## config.mk

```make
export PLATFORM = sky130hd
export DESIGN_NAME = intLatchBank
export DESIGN_NICKNAME = d
export VERILOG_FILES = /design/src/rtl/intLatchPkg.sv /design/src/rtl/intLatchCtrl.sv /design/src/rtl/intLatchData.sv /design/src/rtl/intLatchBank.sv
export SDC_FILE = /design/constraint.sdc
export NUM_CORES = 1
export LEC_CHECK = 0
export BUFFER_PORTS_ARGS = -buffer_cell sky130_fd_sc_hd__buf_2
export CAP_MARGIN = 0
export CELL_PAD_IN_SITES_DETAIL_PLACEMENT = 0
export CELL_PAD_IN_SITES_GLOBAL_PLACEMENT = 2
export CORE_MARGIN = 3
export CORE_UTILIZATION = 22
export DETAILED_ROUTE_END_ITERATION = 12
export GPL_TIMING_DRIVEN = 0
export PLACE_DENSITY_LB_ADDON = 0.1
export SETUP_SLACK_MARGIN = 0.3
export SLEW_MARGIN = 10
export SYNTH_ARGS = -nofsm -noshare
export SYNTH_HDL_FRONTEND = slang
export SYNTH_SLANG_ARGS = --single-unit
```

## constraint.sdc

```tcl
create_clock -name clk -period 2.1 [get_ports clk]
set_input_delay 0.105 -clock clk [delete_from_list [all_inputs] [get_ports clk]]
set_output_delay 0.105 -clock clk [all_outputs]
set_load 0.01 [all_outputs]
```

## src/rtl/intLatchPkg.sv

```systemverilog
package intLatchPkg;
  localparam int LEVELS   = 8;
  localparam int LVL_W    = $clog2(LEVELS);
  localparam int REG_W    = 8;
  localparam int SEL_BITS = 2;
  localparam int PLAIN    = LEVELS - SEL_BITS;
  localparam int LVL_A    = LEVELS - 2;
  localparam int LVL_B    = LEVELS - 1;
  localparam logic ADDR_SEL = 1'b0;
  localparam logic ADDR_CLR = 1'b1;

  typedef struct packed {
    logic [LEVELS-1:0] setMask;
    logic [LEVELS-1:0] clrMask;
  } latchStrobes_t;
endpackage

```

## src/rtl/intLatchCtrl.sv

```systemverilog
module intLatchCtrl
  import intLatchPkg::*;
(
  input  logic              clk,
  input  logic              rstN,
  input  logic [PLAIN-1:0]  reqPlain,
  input  logic              extReq4,
  input  logic              extReq5,
  input  logic              adcDoneReq,
  input  logic              regWrEn,
  input  logic              regAddr,
  input  logic [REG_W-1:0]  regWrData,
  input  logic              ackValid,
  input  logic [LVL_W-1:0]  ackLevel,
  output latchStrobes_t     strobes,
  output logic [REG_W-1:0]  selRd
);
  logic [SEL_BITS-1:0] selQ;
  logic [LEVELS-1:0]   setVec;
  logic [LEVELS-1:0]   clrVec;
  logic                swClr;

  // Source selector register
  always_ff @(posedge clk or negedge rstN) begin
    if (!rstN)
      selQ <= '0;
    else if (regWrEn && regAddr == ADDR_SEL)
      selQ <= regWrData[SEL_BITS-1:0];
  end

  assign swClr = regWrEn && (regAddr == ADDR_CLR);

  // Dedicated levels pass straight through
  assign setVec[PLAIN-1:0] = reqPlain;
  // Shared level A: bit 0 = 0 takes extReq4, bit 0 = 1 is reserved and blocks
  assign setVec[LVL_A] = extReq4 & ~selQ[0];
  // Shared level B: bit 1 picks extReq5 (0) or adcDoneReq (1)
  assign setVec[LVL_B] = selQ[1] ? adcDoneReq : extReq5;

  for (genvar g = 0; g < LEVELS; g++) begin : g_clr
    assign clrVec[g] = (swClr & regWrData[g]) |
                       (ackValid && ackLevel == LVL_W'(g));
  end

  assign strobes = '{setMask: setVec, clrMask: clrVec};
  assign selRd   = {{(REG_W-SEL_BITS){1'b0}}, selQ};
endmodule

```

## src/rtl/intLatchData.sv

```systemverilog
module intLatchData
  import intLatchPkg::*;
(
  input  logic              clk,
  input  logic              rstN,
  input  latchStrobes_t     strobes,
  input  logic [LEVELS-1:0] enableMask,
  output logic [LEVELS-1:0] latchQ,
  output logic              pending,
  output logic [LVL_W-1:0]  topLevel
);
  logic [LEVELS-1:0] latchNext;
  logic [LEVELS-1:0] active;

  // A set request wins over any clear in the same cycle
  for (genvar g = 0; g < LEVELS; g++) begin : g_next
    assign latchNext[g] = strobes.setMask[g] |
                          (latchQ[g] & ~strobes.clrMask[g]);
  end

  always_ff @(posedge clk or negedge rstN) begin
    if (!rstN)
      latchQ <= '0;
    else
      latchQ <= latchNext;
  end

  assign active  = latchQ & enableMask;
  assign pending = |active;

  // Lowest index wins: scan from the top so lower levels overwrite
  always_comb begin
    topLevel = '0;
    for (int i = LEVELS - 1; i >= 0; i--) begin
      if (active[i]) topLevel = LVL_W'(i);
    end
  end
endmodule

```

## src/rtl/intLatchBank.sv

```systemverilog
module intLatchBank
  import intLatchPkg::*;
(
  input  logic              clk,
  input  logic              rstN,
  input  logic [PLAIN-1:0]  reqPlain,
  input  logic              extReq4,
  input  logic              extReq5,
  input  logic              adcDoneReq,
  input  logic [LEVELS-1:0] enableMask,
  input  logic              regWrEn,
  input  logic              regAddr,
  input  logic [REG_W-1:0]  regWrData,
  input  logic              ackValid,
  input  logic [LVL_W-1:0]  ackLevel,
  output logic              pending,
  output logic [LVL_W-1:0]  topLevel,
  output logic [REG_W-1:0]  selRd
);
  latchStrobes_t     strobes;
  logic [LEVELS-1:0] latchVec;

  intLatchCtrl i_ctrl (
    .clk        (clk),
    .rstN       (rstN),
    .reqPlain   (reqPlain),
    .extReq4    (extReq4),
    .extReq5    (extReq5),
    .adcDoneReq (adcDoneReq),
    .regWrEn    (regWrEn),
    .regAddr    (regAddr),
    .regWrData  (regWrData),
    .ackValid   (ackValid),
    .ackLevel   (ackLevel),
    .strobes    (strobes),
    .selRd      (selRd)
  );

  intLatchData i_data (
    .clk        (clk),
    .rstN       (rstN),
    .strobes    (strobes),
    .enableMask (enableMask),
    .latchQ     (latchVec),
    .pending    (pending),
    .topLevel   (topLevel)
  );
endmodule

```

==> metrics.yaml <==
io_pins: 45
maxCapViolations: 0
min_period_ns: 1.50
cp_slowest_cell: "dfrtp_1"
synth-seq-cells: 10
worstPathCellList: "a22o_1, a221oi_1, a221oi_1, buf_2"
most-common-layout-cells: "buf_2 (39), dfrtp_1 (10), nand2_1 (7)"
timing.rr.end: "i_ctrl.selQ[1]$_DFFE_PN0P_"
antenna_found_initial: 0
syn_inst: 65
final_nets: 147
report.final.slew_viol_count: 0
via_per_inst: 4.54
final_common_cell: "buf_2"
synth_area_leader_cell: "dfrtp_1"
portBuffers: 38
cp_top_family: "compound AO/OA/AOI/OAI gates"
drc_errors: 0
fmax_mhz: 668
antenna_cells: 0
core-area_um2: 2570
power_leakage_nw: 0.454
overflow: 0
gp_congestion: 0.769
yosys_warnings: 0
place_area_um2: 867
synthTopCellsByArea: "dfrtp_1 (40%), a32oi_1 (8.5%), a21o_1 (7.3%)"
power.total_mw: 0.533
cp-start-kind: "flop"
period_share_pct: 71.3
cts.sinks: 10
grt_max_degree: 11
final_cells: 143
r2r_start: "i_ctrl.selQ[1]$_DFFE_PN0P_"
hold_class: "primary input to flop"
detail_route.wl_per_cell_um: 11.9
hold_path_depth: 2
syn_avg_cell_area_um2: 9.55
status: "completed"
critPathMaxStageDelay_ns: 0.39
die_w_um: 59.1
fin_tns_setup_ns: 0
area_growth_pct: 47.2
synth_compound_area_share_pct: 28.4
initial_utilization_pct: 24.2
ff2ff_path_depth: 1
required_ns: 2.00
ant_nets: 0
synth-seq-area-share_pct: 40.3
cp_data_arrival_time_ns: 1.39
grt_pass1_wl_mm: 2.66
ir_drop_mv: 0.315
wirelength_mm: 1.71
holdWs_ns: 0.0189
clk_pin_slew_ns: 0.06
cts_buffers: 3
stdcell_area_um2: 913
fillCellCount: 264
clock_latency_ns: 0.26
cts_tree: "yes"
yosys.area_share.simple_pct: 16.1
clock_path_buffers: 2
vias: 649
synth_xor_area_share_pct: 0
row_count: 18
syn_area_um2: 621
rsz0062_at_grt: "no"
synth_adder_area_share_pct: 0
dp.cells: 138
min_to: "i_data.latchQ[2]$_DFF_PN0_"
place_hpwl_mm: 1.48
hold_start: "reqPlain[2]"
cellPowerDensity_nw_per_um2: 583
drive_above_1_share_pct: 45.1
path_class: "flop to output port"
grt_pass1_vias: 594
synth_top_family_by_area: "compound AO/OA/AOI/OAI gates"
yosysTopAreaCellShare_pct: 40.3
finClkSkew_ns: 0.000319
die-area_um2: 3490
setup_violations: 0
cts_resized: 0
cts_max_level: 1
grt_use_total_pct: 10.5
cp_max_fo: 3
cts_root_buf: "clkbuf_4"
worstSetupStartpoint: "i_data.latchQ[6]$_DFF_PN0_"
endpoint_kind: "output port"
first_pass_iters: 4
path_common_cell: "a221oi_1"
finalHoldViolations: 0
drt-initial-drc-count: 21
synth_mux_area_share_pct: 5.24
r2r_slack_ns: 1.31
crit_buf_inv: 1
die-height_um: 59.1
synth_cell_type_count: 22
## worst max-delay path by stage
| stage | to | slack (ns) | cells after the start |
|---|---|---|---|
| finish | topLevel[1] | 0.60 | 4 |
| global route | topLevel[1] | 0.42 | 4 |
| CTS | topLevel[0] | 0.58 | 4 |
| detailed placement | topLevel[0] | 0.88 | 4 |
| global placement | topLevel[1] | 0.87 | 4 |
| floorplan | topLevel[1] | 0.98 | 3 |
## where the power goes
part	total [mW]	switching [mW]	internal, mW
combinational	0.135	0.0625	0.0726
clock	0.169	0.0641	0.105
sequential	0.228	0.0163	0.212
## cells in the mapped netlist (all sizes together)
library cell,n
mux2,2
dfrtp,10
mux2i,1
and2b,1
conb,1
o21ai,1
a32oi,6
and2,2
nand4,2
a22o,1
a22oi,5
a21o,6
buf,7
nand2,7
a32o,1
nand2b,1
inv,2
nor2b,2
a221oi,2
nor2,2
nand3,3
## cell families (layout without fill, tap and decap cells)
family | count (synthesis) | after routing
other | 1 | 6
muxes | 3 | 3
buffers and inverters | 9 | 52
DFF | 10 | 10
and+or+nand+nor | 20 | 20
AOI/OAI and AO/OA | 22 | 22
## stage by stage
step / utilization, % / worst slack (ns)
3_3_place_gp: 33.8 / 0.872
2_1_floorplan: - / 0.981
6_report: 35.6 / 0.603
3_5_place_dp: 33.8 / 0.878
5_1_grt: 35.6 / 0.423
4_1_cts: 35.6 / 0.582
## metal layers
metal	global-route usage [%]	share of wire [%]	wire length [um]
met1	13.8	45	766
met2	15.0	42	715
met3	2.83	12	198
met4	6.80	1.3	23
met5	0	0	0
## what timing repair did
item                                   4_1_cts  5_1_grt
buffers inserted                             0        0
endpoints found under the hold margin       10        0
hold buffers                                 1        0
## flip-flops by register name (all words and copies together) (netlist names)
signal / count
i_ctrl.selQ: 2
i_data.latchQ: 8
## area by class of cell
cell class | instances | area, um2 | area share (%)
Tap cell | 30 | 37.5 | 4.11
Inverter | 2 | 7.51 | 0.822
Sequential cell | 10 | 250 | 27.4
Buffer | 7 | 50.0 | 5.48
Timing Repair Buffer | 39 | 200 | 21.9
Clock buffer | 4 | 36.3 | 3.97
Multi-Input combinational cell | 51 | 332 | 36.3
Power figures use the tool's default switching activity.
